**config.mk**
```make
export PLATFORM = sky130hd
export DESIGN_NAME = can_mbx_irq_agg
export DESIGN_NICKNAME = d
export VERILOG_FILES = /design/src/rtl/can_irq_pkg.sv /design/src/rtl/mbx_flag_bank.sv /design/src/rtl/mbx_mask_reg.sv /design/src/rtl/mbx_irq_summary.sv /design/src/rtl/can_mbx_irq_agg.sv
export SDC_FILE = /design/constraint.sdc
export NUM_CORES = 1
export LEC_CHECK = 0
export BUFFER_PORTS_ARGS = -buffer_cell sky130_fd_sc_hd__buf_2
export CAP_MARGIN = 20
export CORE_MARGIN = 2
export CORE_UTILIZATION = 58
export DETAILED_ROUTE_END_ITERATION = 16
export MAX_ROUTING_LAYER = met4
export PLACE_DENSITY = 0.85
export REMOVE_ABC_BUFFERS = 1
export SYNTH_ARGS = -nofsm -noshare
export SYNTH_HDL_FRONTEND = slang
export SYNTH_SLANG_ARGS = --single-unit
```
**constraint.sdc**
```tcl
create_clock -name clk -period 3.32 [get_ports clk]
set_input_delay 0.166 -clock clk [delete_from_list [all_inputs] [get_ports clk]]
set_output_delay 0.166 -clock clk [all_outputs]
set_load 0.01 [all_outputs]
```
**src/rtl/can_irq_pkg.sv**
```systemverilog
// Package: shared constants for the CAN mailbox interrupt aggregator.
// Assumes four event classes in a fixed order; summary bit positions follow
// the class index.
package can_irq_pkg;
    localparam int NUM_EV = 4;
    localparam int EV_RX  = 0;   // data frame received
    localparam int EV_RMT = 1;   // remote frame received
    localparam int EV_EMP = 2;   // mailbox emptied
    localparam int EV_OVR = 3;   // message overrun
endpackage

```
**src/rtl/mbx_flag_bank.sv**
```systemverilog
// Module: one array of sticky per-mailbox event flags.
// Flags set on event pulses and clear on write-1 to the addressed half.
// A set in the same cycle as a clear wins.
// Assumes NUM_MB is a multiple of REG_W and spans at least two halves.
module mbx_flag_bank #(
    parameter int NUM_MB = 32,
    parameter int REG_W  = 16
) (
    input  logic                                clk,
    input  logic                                rst_n,
    input  logic [NUM_MB-1:0]                   set_i,
    input  logic                                wr_en,
    input  logic [$clog2(NUM_MB/REG_W)-1:0]     wr_half,
    input  logic [REG_W-1:0]                    wdata,
    output logic [NUM_MB-1:0]                   flags_o
);
    localparam int NUM_HALF  = NUM_MB / REG_W;
    localparam int HALF_BITS = $clog2(NUM_HALF);

    logic [NUM_MB-1:0] clr;

    // Build the clear vector: only the addressed half sees the write data.
    for (genvar h = 0; h < NUM_HALF; h++) begin : g_clr
        assign clr[h*REG_W +: REG_W] =
            (wr_en && wr_half == HALF_BITS'(h)) ? wdata : '0;
    end

    // Flag register: clear by write-1, then apply sets so that a set wins.
    always_ff @(posedge clk) begin
        if (!rst_n) flags_o <= '0;
        else        flags_o <= (flags_o & ~clr) | set_i;
    end

    assert_set_wins_R4: assert property (@(posedge clk) disable iff (!rst_n)
        (|set_i) |=> ((flags_o & $past(set_i)) == $past(set_i)));

    assert_rise_needs_event_R2: assert property (@(posedge clk) disable iff (!rst_n)
        rst_n |=> ((flags_o & ~$past(flags_o) & ~$past(set_i)) == '0));

    assert_clear_needs_write_R3: assert property (@(posedge clk) disable iff (!rst_n)
        !wr_en |=> ((~flags_o & $past(flags_o)) == '0));
endmodule

```
**src/rtl/mbx_mask_reg.sv**
```systemverilog
// Module: per-mailbox interrupt mask, split into REG_W-bit halves.
// Resets to all ones (everything masked). A write replaces only the
// addressed half. Assumes NUM_MB is a multiple of REG_W.
module mbx_mask_reg #(
    parameter int NUM_MB = 32,
    parameter int REG_W  = 16
) (
    input  logic                                clk,
    input  logic                                rst_n,
    input  logic                                wr_en,
    input  logic [$clog2(NUM_MB/REG_W)-1:0]     wr_half,
    input  logic [REG_W-1:0]                    wdata,
    output logic [NUM_MB-1:0]                   mask_o
);
    localparam int NUM_HALF  = NUM_MB / REG_W;
    localparam int HALF_BITS = $clog2(NUM_HALF);

    for (genvar h = 0; h < NUM_HALF; h++) begin : g_half
        // Half register: reset masked, load on an addressed write.
        always_ff @(posedge clk) begin
            if (!rst_n)
                mask_o[h*REG_W +: REG_W] <= '1;
            else if (wr_en && wr_half == HALF_BITS'(h))
                mask_o[h*REG_W +: REG_W] <= wdata;
        end
    end

    assert_mask_reset_R1: assert property (@(posedge clk)
        !rst_n |=> (&mask_o));

    assert_mask_hold_R5: assert property (@(posedge clk) disable iff (!rst_n)
        !wr_en |=> $stable(mask_o));
endmodule

```
**src/rtl/mbx_irq_summary.sv**
```systemverilog
// Module: folds per-mailbox events into NUM_EV sticky summary request bits.
// Receive-class events count only on unmasked receive mailboxes. Emptied
// events count only on unmasked transmit mailboxes. Bits are write-1-to-clear,
// and a set wins over a clear in the same cycle.
module mbx_irq_summary
    import can_irq_pkg::*;
#(
    parameter int NUM_MB = 32,
    parameter int REG_W  = 16
) (
    input  logic                           clk,
    input  logic                           rst_n,
    input  logic [NUM_EV-1:0][NUM_MB-1:0]  ev_vec,
    input  logic [NUM_MB-1:0]              mb_dir,
    input  logic [NUM_MB-1:0]              mask,
    input  logic                           wr_en,
    input  logic [REG_W-1:0]               wdata,
    output logic [NUM_EV-1:0]              req_o
);
    logic [NUM_MB-1:0] rx_open;
    logic [NUM_MB-1:0] tx_open;
    logic [NUM_EV-1:0] hit;
    logic [NUM_EV-1:0] clr;

    // Qualifying windows: unmasked mailboxes split by direction.
    always_comb begin
        rx_open = ~mask & ~mb_dir;
        tx_open = ~mask & mb_dir;
    end

    // Per class: emptied uses transmit mailboxes, the others use receive ones.
    for (genvar e = 0; e < NUM_EV; e++) begin : g_hit
        if (e == EV_EMP) begin : g_tx
            assign hit[e] = |(ev_vec[e] & tx_open);
        end else begin : g_rx
            assign hit[e] = |(ev_vec[e] & rx_open);
        end
    end

    assign clr = wr_en ? wdata[NUM_EV-1:0] : '0;

    // Summary register: clear by write-1, then apply hits so that a set wins.
    always_ff @(posedge clk) begin
        if (!rst_n) req_o <= '0;
        else        req_o <= (req_o & ~clr) | hit;
    end

    assert_masked_rx_silent_R6: assert property (@(posedge clk) disable iff (!rst_n)
        ((ev_vec[EV_RX] & ~mask & ~mb_dir) == '0) |=> !(req_o[EV_RX] && !$past(req_o[EV_RX])));

    assert_masked_emp_silent_R7: assert property (@(posedge clk) disable iff (!rst_n)
        ((ev_vec[EV_EMP] & ~mask & mb_dir) == '0) |=> !(req_o[EV_EMP] && !$past(req_o[EV_EMP])));

    assert_tx_no_overrun_R8: assert property (@(posedge clk) disable iff (!rst_n)
        ((ev_vec[EV_OVR] & ~mb_dir) == '0) |=> !(req_o[EV_OVR] && !$past(req_o[EV_OVR])));

    assert_set_beats_clear_R9: assert property (@(posedge clk) disable iff (!rst_n)
        (|hit) |=> ((req_o & $past(hit)) == $past(hit)));
endmodule

```
**src/rtl/can_mbx_irq_agg.sv**
```systemverilog
// Module: top of the CAN mailbox event interrupt aggregator.
// Holds four flag banks, the mask and the summary, and decodes the register
// bus. Address = {class, half}: the flag classes come first, then the mask,
// then the summary at half 0. Reads are combinational with no side effects.
// Assumes NUM_MB / REG_W >= 2 and enough address bits for the whole map.
module can_mbx_irq_agg
    import can_irq_pkg::*;
#(
    parameter int NUM_MB = 32,
    parameter int REG_W  = 16,
    parameter int ADDR_W = 4
) (
    input  logic              clk,
    input  logic              rst_n,
    input  logic [NUM_MB-1:0] ev_rx,
    input  logic [NUM_MB-1:0] ev_rmt,
    input  logic [NUM_MB-1:0] ev_emp,
    input  logic [NUM_MB-1:0] ev_ovr,
    input  logic [NUM_MB-1:0] mb_dir,
    input  logic              bus_wr,
    input  logic [ADDR_W-1:0] bus_addr,
    input  logic [REG_W-1:0]  bus_wdata,
    output logic [REG_W-1:0]  bus_rdata,
    output logic [NUM_EV-1:0] irq_req,
    output logic              irq
);
    localparam int NUM_HALF  = NUM_MB / REG_W;
    localparam int HALF_BITS = $clog2(NUM_HALF);
    localparam int MASK_BASE = NUM_EV * NUM_HALF;
    localparam int SUM_ADDR  = (NUM_EV + 1) * NUM_HALF;

    logic [NUM_EV-1:0][NUM_MB-1:0] ev_all;
    logic [NUM_EV-1:0][NUM_MB-1:0] flags_all;
    logic [NUM_MB-1:0]             mask;
    logic [ADDR_W-1:0]             kind;
    logic [HALF_BITS-1:0]          half;

    assign ev_all[EV_RX]  = ev_rx;
    assign ev_all[EV_RMT] = ev_rmt;
    assign ev_all[EV_EMP] = ev_emp;
    assign ev_all[EV_OVR] = ev_ovr;

    assign kind = bus_addr >> HALF_BITS;
    assign half = bus_addr[HALF_BITS-1:0];

    for (genvar k = 0; k < NUM_EV; k++) begin : g_bank
        mbx_flag_bank #(.NUM_MB(NUM_MB), .REG_W(REG_W)) u_bank (
            .clk     (clk),
            .rst_n   (rst_n),
            .set_i   (ev_all[k]),
            .wr_en   (bus_wr && kind == ADDR_W'(k)),
            .wr_half (half),
            .wdata   (bus_wdata),
            .flags_o (flags_all[k])
        );
    end

    mbx_mask_reg #(.NUM_MB(NUM_MB), .REG_W(REG_W)) u_mask (
        .clk     (clk),
        .rst_n   (rst_n),
        .wr_en   (bus_wr && kind == ADDR_W'(NUM_EV)),
        .wr_half (half),
        .wdata   (bus_wdata),
        .mask_o  (mask)
    );

    mbx_irq_summary #(.NUM_MB(NUM_MB), .REG_W(REG_W)) u_sum (
        .clk    (clk),
        .rst_n  (rst_n),
        .ev_vec (ev_all),
        .mb_dir (mb_dir),
        .mask   (mask),
        .wr_en  (bus_wr && bus_addr == ADDR_W'(SUM_ADDR)),
        .wdata  (bus_wdata),
        .req_o  (irq_req)
    );

    assign irq = |irq_req;

    // Read mux: flag halves, then mask halves, then the summary; others read 0.
    always_comb begin
        bus_rdata = '0;
        for (int k = 0; k < NUM_EV; k++)
            for (int h = 0; h < NUM_HALF; h++)
                if (bus_addr == ADDR_W'(k * NUM_HALF + h))
                    bus_rdata = flags_all[k][h*REG_W +: REG_W];
        for (int h = 0; h < NUM_HALF; h++)
            if (bus_addr == ADDR_W'(MASK_BASE + h))
                bus_rdata = mask[h*REG_W +: REG_W];
        if (bus_addr == ADDR_W'(SUM_ADDR))
            bus_rdata = REG_W'(irq_req);
    end

    assert_irq_needs_event_R9: assert property (@(posedge clk) disable iff (!rst_n)
        $rose(irq) |-> $past(|{ev_rx, ev_rmt, ev_emp, ev_ovr}));

    assert_mask_keeps_flags_R6: assert property (@(posedge clk) disable iff (!rst_n)
        (|(ev_rx & mask)) |=> ((flags_all[EV_RX] & $past(ev_rx & mask)) == $past(ev_rx & mask)));
endmodule

```
==> results.sh, run 1 <==
export IMPL_end_kind="primary output"
export IMPL_ys_flop_type="dfxtp_1"
export IMPL_critical_path_top_delay_family="buffers and inverters"
export IMPL_grt_pass1_wl_um=55100
export IMPL_numPortBuffers=203
export IMPL_postCtsSetupBuffers=0
export IMPL_postSynthAreaPerCell_sq_um=7.66
export IMPL_p_leak_uw=0.00453
export IMPL_ys_seq_elements=164
export IMPL_setup_ws_ns=0.852
export IMPL_final_nets=1527
export IMPL_clock_skew_ns=0.00597
export IMPL_wl_um=37500
export IMPL_tightestPinTransition_ns=0.991
export IMPL_cts_tree="done"
export IMPL_hold_path_startpoint="ev_rx[6]"
export IMPL_io_pin_count=204
export IMPL_cpMaxStageDelayCell="nor2b_1"
export IMPL_maxSlewViolCount=0
export IMPL_clk_latency_ns=0.44
export IMPL_vias=10200
export IMPL_drc_errors=0
export IMPL_synth_edf_count=0
export IMPL_yosysMostFrequentCell="nand2_1"
export IMPL_worstPathArrival_ns=2.30
export IMPL_path_cells="buf_2 > nor2b_1 > a21boi_0 > o22ai_1 > a21oi_1 > a21oi_1 > buf_2"
export IMPL_ant_nets=0
export IMPL_setup_violations=0
export IMPL_synthArstFlopShare_pct=0
export IMPL_cts_made_buffers=17
export IMPL_cts_root_buf="clkbuf_16"
export IMPL_start_util_pct=59.0
export IMPL_ir_drop_mv=0.367
export IMPL_cts_buffer_depth=2
export IMPL_ff2ff_path_depth=5
export IMPL_critPathKind="in -> out"
export IMPL_start_kind="input port"
export IMPL_fp_dieArea_sq_um=15700
export IMPL_outcome="finished, violations left"
export IMPL_die_y_um=125
export IMPL_synth_area_leaders="dfxtp_1 (38%), nand2_1 (10%), nor2b_1 (9.7%)"
export IMPL_power_density_nw_per_um2=485
export IMPL_rsz0062_at_grt="false"
export IMPL_cts_sinks=164
export IMPL_relSlewSlack_pct=33.9
export IMPL_netlist_instances=1116
export IMPL_synth_common_cells="nand2_1 (237), dfxtp_1 (164), a21oi_1 (156)"
export IMPL_area_growth_pct=26.8
export IMPL_overflow=0
export IMPL_setup_tns_ns=0
export IMPL_netlist_area_sq_um=8540
export IMPL_cp_required_ns=3.15
export IMPL_clk_pin_slew_ns=0.07
export IMPL_synth_top_area_share_pct=38.4
export IMPL_min_to="g_bank[0].u_bank.flags_o[6]"
export IMPL_period_share_pct=74.3
export IMPL_hold_ws_ns=-0.00298
export IMPL_ff2ff_setup_slack_ns=1.11
export IMPL_dr_pass1_iters=6
export IMPL_r2r_start="u_mask.mask_o[3]"
export IMPL_fp_dieW_um=125
export IMPL_period_minus_slack_ns=2.47
export IMPL_core_sq_um=14500
export IMPL_min_path_type="in -> reg"
export IMPL_cp_max_fo=32
export IMPL_htree_levels=4
export IMPL_route_detailed_vias_per_inst=6.61
export IMPL_synth_warnings=0
export IMPL_place_gp_congestion=1.06
export IMPL_violations="hold timing"
export IMPL_wl_per_cell_um=24.3
export IMPL_drtIter0Drc=1878
export IMPL_dp_hpwl_um=26000
export IMPL_ys_seq_area_share_pct=38.4
export IMPL_cpPeakStageDelay_ns=0.69
export IMPL_worstHoldPathCells=3
export IMPL_layout_drive_gt1_share_pct=21.0
export IMPL_crit_buf_inv=2
export IMPL_finalHoldViolations=1
export IMPL_drv_cap=0
export IMPL_cts_resized=0
export IMPL_grt_max_degree=87
export IMPL_gr_usage_all_layers_pct=47.9
export IMPL_fmax_ghz=0.405
export IMPL_synth_distinct_cells=57
export IMPL_r2r_end="u_sum.req_o[0]"
export IMPL_synth_top_cell_by_area="dfxtp_1"
export IMPL_row_count=44
export IMPL_antenna_found_initial=1
export IMPL_grt_pass1_vias=9584
export IMPL_place_ws_ns=1.01
area by class of cell:
cell class / instances / area, sq um
clock inverters: 12 / 200
fillers: 1143 / 3640
well taps: 184 / 230
inverters: 8 / 30.0
clock buffers: 20 / 457
diodes: 1 / 2.50
flip-flops and latches: 164 / 3280
multi-input cells: 868 / 4870
repair buffers: 285 / 1760
logic make-up after synthesis:
kind of cell | Yosys count | share of synthesized area (%)
buffers and inverters | 84 | 4.54
and+or+nand+nor | 521 | 29.6
AOI/OAI and AO/OA | 309 | 22.3
DFF | 164 | 38.4
muxes | 38 | 5.11
stage by stage:
stage / hold WS, ns / util, % / area, sq um / instances / power (uW)
after floorplan: 0.238 / - / 8190 / 1040 / 2540
after global placement: 0.408 / 66.8 / 9670 / 1458 / 2960
after detailed placement: 0.415 / 66.8 / 9670 / 1458 / 2970
after CTS: 0.000178 / 74.8 / 10800 / 1541 / 5200
after global routing: 0.00738 / 74.8 / 10800 / 1542 / 5380
final: -0.00298 / 74.8 / 10800 / 1542 / 5260
layout by cell type (no fill, tap or decap), drive strengths merged, types with 3 or more instances in the layout:
cell,instances
dfxtp,164
dlygate4sd3,51
nand3b,3
nor3,11
o41a,4
nor4,5
nand3,34
o22a,4
buf,234
inv,9
a221o,4
nor3b,3
clkinv,3
nor2b,132
nand4,9
a22oi,39
nand2,237
a21boi,5
nor2,68
o21ai,23
mux2i,29
o211ai,3
a31oi,7
bufinv,5
o21bai,3
mux2,5
o22ai,24
o311a,5
a221oi,12
clkbuf,20
clkinvlp,3
a22o,8
nand2b,9
or3,3
a21oi,156
mux4,4
worst register-to-register path, stage by stage, from the launching register on:
cell,delay (ns)
dfxtp_1,0.50
nor2_1,0.19
a22o_1,0.21
a221oi_1,0.51
nand4_1,0.24
o41a_1,0.45
sequential cells by signal, summed over array words and instances, names as in the netlist:
name and cells:
g_bank.u_bank.flags_o 128, u_mask.mask_o 32, u_sum.req_o 4
per-layer routing:
layer  wire [um]  track usage [%]  vias to the layer above
li1            -                -                     4359
met1       12900             58.8                     4549
met2       15800             68.8                     1019
met3        5900             13.7                      260
met4        2940             30.6                        0
met5           0                -                        -
repair_timing:
action	CTS	global route
setup endpoints to repair	0	0
hold buffers	51	0
hold endpoints to repair	51	0
report_power, final:
| part | internal [uW] | total, uW | switching (uW) |
|---|---|---|---|
| Sequential | 2100 | 2190 | 88.0 |
| Combinational | 362 | 848 | 486 |
| Clock | 1380 | 2230 | 852 |
worst max path at each step:
stage,end,from,slack (ns),depth (start not counted)
after global routing,bus_rdata[10],bus_addr[1],0.84,7
after detailed placement,g_bank[0].u_bank.flags_o[28],bus_addr[0],1.01,7
after floorplan,g_bank[2].u_bank.flags_o[16],bus_addr[3],1.82,5
after global placement,g_bank[0].u_bank.flags_o[25],bus_addr[0],1.03,7
final,bus_rdata[5],bus_addr[1],0.85,7
after CTS,bus_rdata[10],bus_addr[1],1.01,8
No activity file was read; power rests on OpenSTA's default activity.
==> run 2: changes to the inputs <==
--- a/config.mk
+++ b/config.mk
@@ -8,10 +8,10 @@
 export BUFFER_PORTS_ARGS = -buffer_cell sky130_fd_sc_hd__buf_2
 export CAP_MARGIN = 20
 export CORE_MARGIN = 2
-export CORE_UTILIZATION = 58
+export CORE_UTILIZATION = 54
 export DETAILED_ROUTE_END_ITERATION = 16
 export MAX_ROUTING_LAYER = met4
-export PLACE_DENSITY = 0.85
+export PLACE_DENSITY = 0.8
 export REMOVE_ABC_BUFFERS = 1
 export SYNTH_ARGS = -nofsm -noshare
 export SYNTH_HDL_FRONTEND = slang
==> constraint.sdc (replaced) <==
create_clock -name clk -period 2.4 [get_ports clk]
set_input_delay 0.12 -clock clk [delete_from_list [all_inputs] [get_ports clk]]
set_output_delay 0.12 -clock clk [all_outputs]
set_load 0.01 [all_outputs]
==> run 2 against run 1 <==
Flip-flop and latch count unchanged. Final area grew 8.0%. Clock skew is 0.0032 ns higher. Highest routed layer unchanged. First-iteration DRC count shrank 12%. The run still ends with hold timing left. Largest power group unchanged. Core utilization is 1.6 points higher. Critical path type unchanged. Setup slack worse by 0.69 ns.
==> results.sh, run 2 (synthesized netlist as in run 1, its figures left out) <==
export IMPL_switching_power_uw=2030
export IMPL_relSlewSlack_pct=29.6
export IMPL_ant_nets=0
export IMPL_critPathCapture="bus_rdata[5]"
export IMPL_routedLengthMet1_um=14300
export IMPL_cp_required_ns=2.28
export IMPL_worstPathArrival_ns=2.12
export IMPL_grt_pass1_vias=10100
export IMPL_clk_pin_slew_ns=0.07
export IMPL_setup_tns_ns=0
export IMPL_pwr_share_seq_pct=41.0
export IMPL_postCtsSetupBuffers=0
export IMPL_p_sw_share_pct=27.5
export IMPL_largest_register="g_bank.u_bank.flags_o"
export IMPL_layout_drive_gt1_share_pct=20.8
export IMPL_htree_levels=4
export IMPL_cts_made_buffers=17
export IMPL_cp_max_fo=26
export IMPL_gr_usage_all_layers_pct=49.0
export IMPL_io_pin_count=204
export IMPL_min_path_type="in -> reg"
export IMPL_drv_cap=0
export IMPL_fillers=1117
export IMPL_maxSlewViolCount=0
export IMPL_final_cell_area_sq_um=11700
export IMPL_cts_resized=0
export IMPL_ff2ff_path_depth=5
export IMPL_utilization_pct=76.4
export IMPL_tightestPinTransition_ns=1.05
export IMPL_routed_top_layer="met4"
export IMPL_overflow=0
export IMPL_worstHoldPathCells=3
export IMPL_fmax_ghz=0.446
export IMPL_start_util_pct=55.8
export IMPL_ff2ff_setup_slack_ns=0.30
export IMPL_p_comb_share_pct=17.5
export IMPL_grt_max_degree=59
export IMPL_setup_violations=0
export IMPL_rsz0062_at_grt="false"
export IMPL_grt_pass1_wl_um=59000
export IMPL_outcome="finished, violations left"
export IMPL_wl_per_cell_um=24.7
export IMPL_dr_pass1_iters=7
export IMPL_row_count=45
export IMPL_wl_um=40700
export IMPL_setup_ws_ns=0.159
export IMPL_power_internal_uw=5360
export IMPL_clockPowerShare_pct=41.5
export IMPL_power_density_nw_per_um2=632
export IMPL_place_ws_ns=0.283
export IMPL_cts_root_buf="clkbuf_16"
export IMPL_core_sq_um=15300
export IMPL_cts_tree="done"
export IMPL_antenna_found_initial=1
export IMPL_r2r_end="u_sum.req_o[0]"
export IMPL_vias=10700
export IMPL_die_y_um=130
export IMPL_fp_dieArea_sq_um=16800
export IMPL_final_cell_mix="nand2_1 (237), buf_2 (202), dfxtp_1 (164)"
export IMPL_clk_latency_ns=0.44
export IMPL_crit_start="bus_addr[0]"
export IMPL_final_nets=1608
export IMPL_hold_ws_ns=-0.00753
export IMPL_final_common_cell="nand2_1"
export IMPL_critPathKind="in -> out"
export IMPL_area_growth_pct=37.0
export IMPL_end_kind="primary output"
export IMPL_period_share_pct=93.4
export IMPL_met2_length_um=17200
export IMPL_numPortBuffers=203
export IMPL_dp_hpwl_um=28000
export IMPL_clock_skew_ns=0.00915
export IMPL_place_gp_congestion=1.07
export IMPL_drc_errors=0
export IMPL_fp_dieW_um=130
export IMPL_largest_register_ffs=128
export IMPL_top_regs="g_bank.u_bank.flags_o: 128 flops, u_mask.mask_o: 32 flops, u_sum.req_o: 4 flops"
export IMPL_ir_drop_mv=0.547
export IMPL_p_leak_uw=0.00489
export IMPL_period_minus_slack_ns=2.24
export IMPL_wl_met3_um=5940
export IMPL_power_total_uw=7390
export IMPL_route_detailed_vias_per_inst=6.51
export IMPL_cts_buffer_depth=2
export IMPL_cts_sinks=164
export IMPL_place_area_sq_um=9890
export IMPL_start_kind="input port"
export IMPL_finalHoldViolations=2
export IMPL_r2r_start="u_mask.mask_o[3]"
export IMPL_violations="hold timing"
export IMPL_drtIter0Drc=1655
run 2: cell types whose count changed in the layout (fill, tap and decap cells not counted):
cell,change
buf_4,+9
clkbuf_1,-1
clkinv_2,-1
buf_12,+6
inv_6,+1
clkbuf_8,-1
dlygate4sd3_1,+66
diode_2,+1
run 2: stage by stage:
step / hold WS [ns] / cells
6_report: -0.00753 / 1649
4_1_cts: 0.000595 / 1645
2_1_floorplan: 0.192 / 1040
5_1_grt: 0.00437 / 1648
3_5_place_dp: 0.371 / 1500
3_3_place_gp: 0.361 / 1500
run 2: routing by layer:
metal / vias to the layer above / GRT usage [%]
met5: - / -
met4: 0 / 30.4
met3: 308 / 15.0
met2: 1035 / 72.6
met1: 4862 / 58.2
li1: 4525 / -
run 2: worst min-delay path by stage:
stage | from | end | slack [ns]
2_1_floorplan | rst_n | u_mask.mask_o[0] | 0.19
3_3_place_gp | ev_ovr[18] | g_bank[3].u_bank.flags_o[18] | 0.36
3_5_place_dp | ev_emp[0] | g_bank[2].u_bank.flags_o[0] | 0.37
4_1_cts | ev_rmt[21] | g_bank[1].u_bank.flags_o[21] | 0.0006
5_1_grt | ev_rmt[22] | g_bank[1].u_bank.flags_o[22] | 0.004
6_report | ev_rmt[29] | g_bank[1].u_bank.flags_o[29] | -0.008
run 2: cell type report:
class                   count  area [sq um]  area share, %
diodes                      2          5.00         0.0427
clock buffers              18           439           3.75
clock inverters            12           204           1.74
inverters                   8          30.0          0.256
multi-input cells         868          4870           41.6
flip-flops and latches    164          3280           28.0
well taps                 211           264           2.25
repair buffers            366          2610           22.3
run 2: repair_timing:
action / 4_1_cts / 5_1_grt
endpoints found under the setup margin: 0 / 0
hold buffers: 115 / 2
endpoints found under the hold margin: 115 / 2
run 2: power by group through the flow:
stage | clock network (uW) | logic, uW | registers (uW)
2_1_floorplan | 0 | 478 | 3040
3_3_place_gp | 0 | 1060 | 3080
5_1_grt | 3140 | 1350 | 3040
4_1_cts | 3030 | 1220 | 3020
3_5_place_dp | 0 | 1070 | 3080
6_report | 3070 | 1290 | 3030
run 2: worst max-delay path, cell delays in order:
cell and delay (ns):
buf_2 0.29, nor2_1 0.88, a22oi_1 0.22, o22ai_1 0.19, a21oi_1 0.09, a21oi_1 0.16, buf_2 0.16
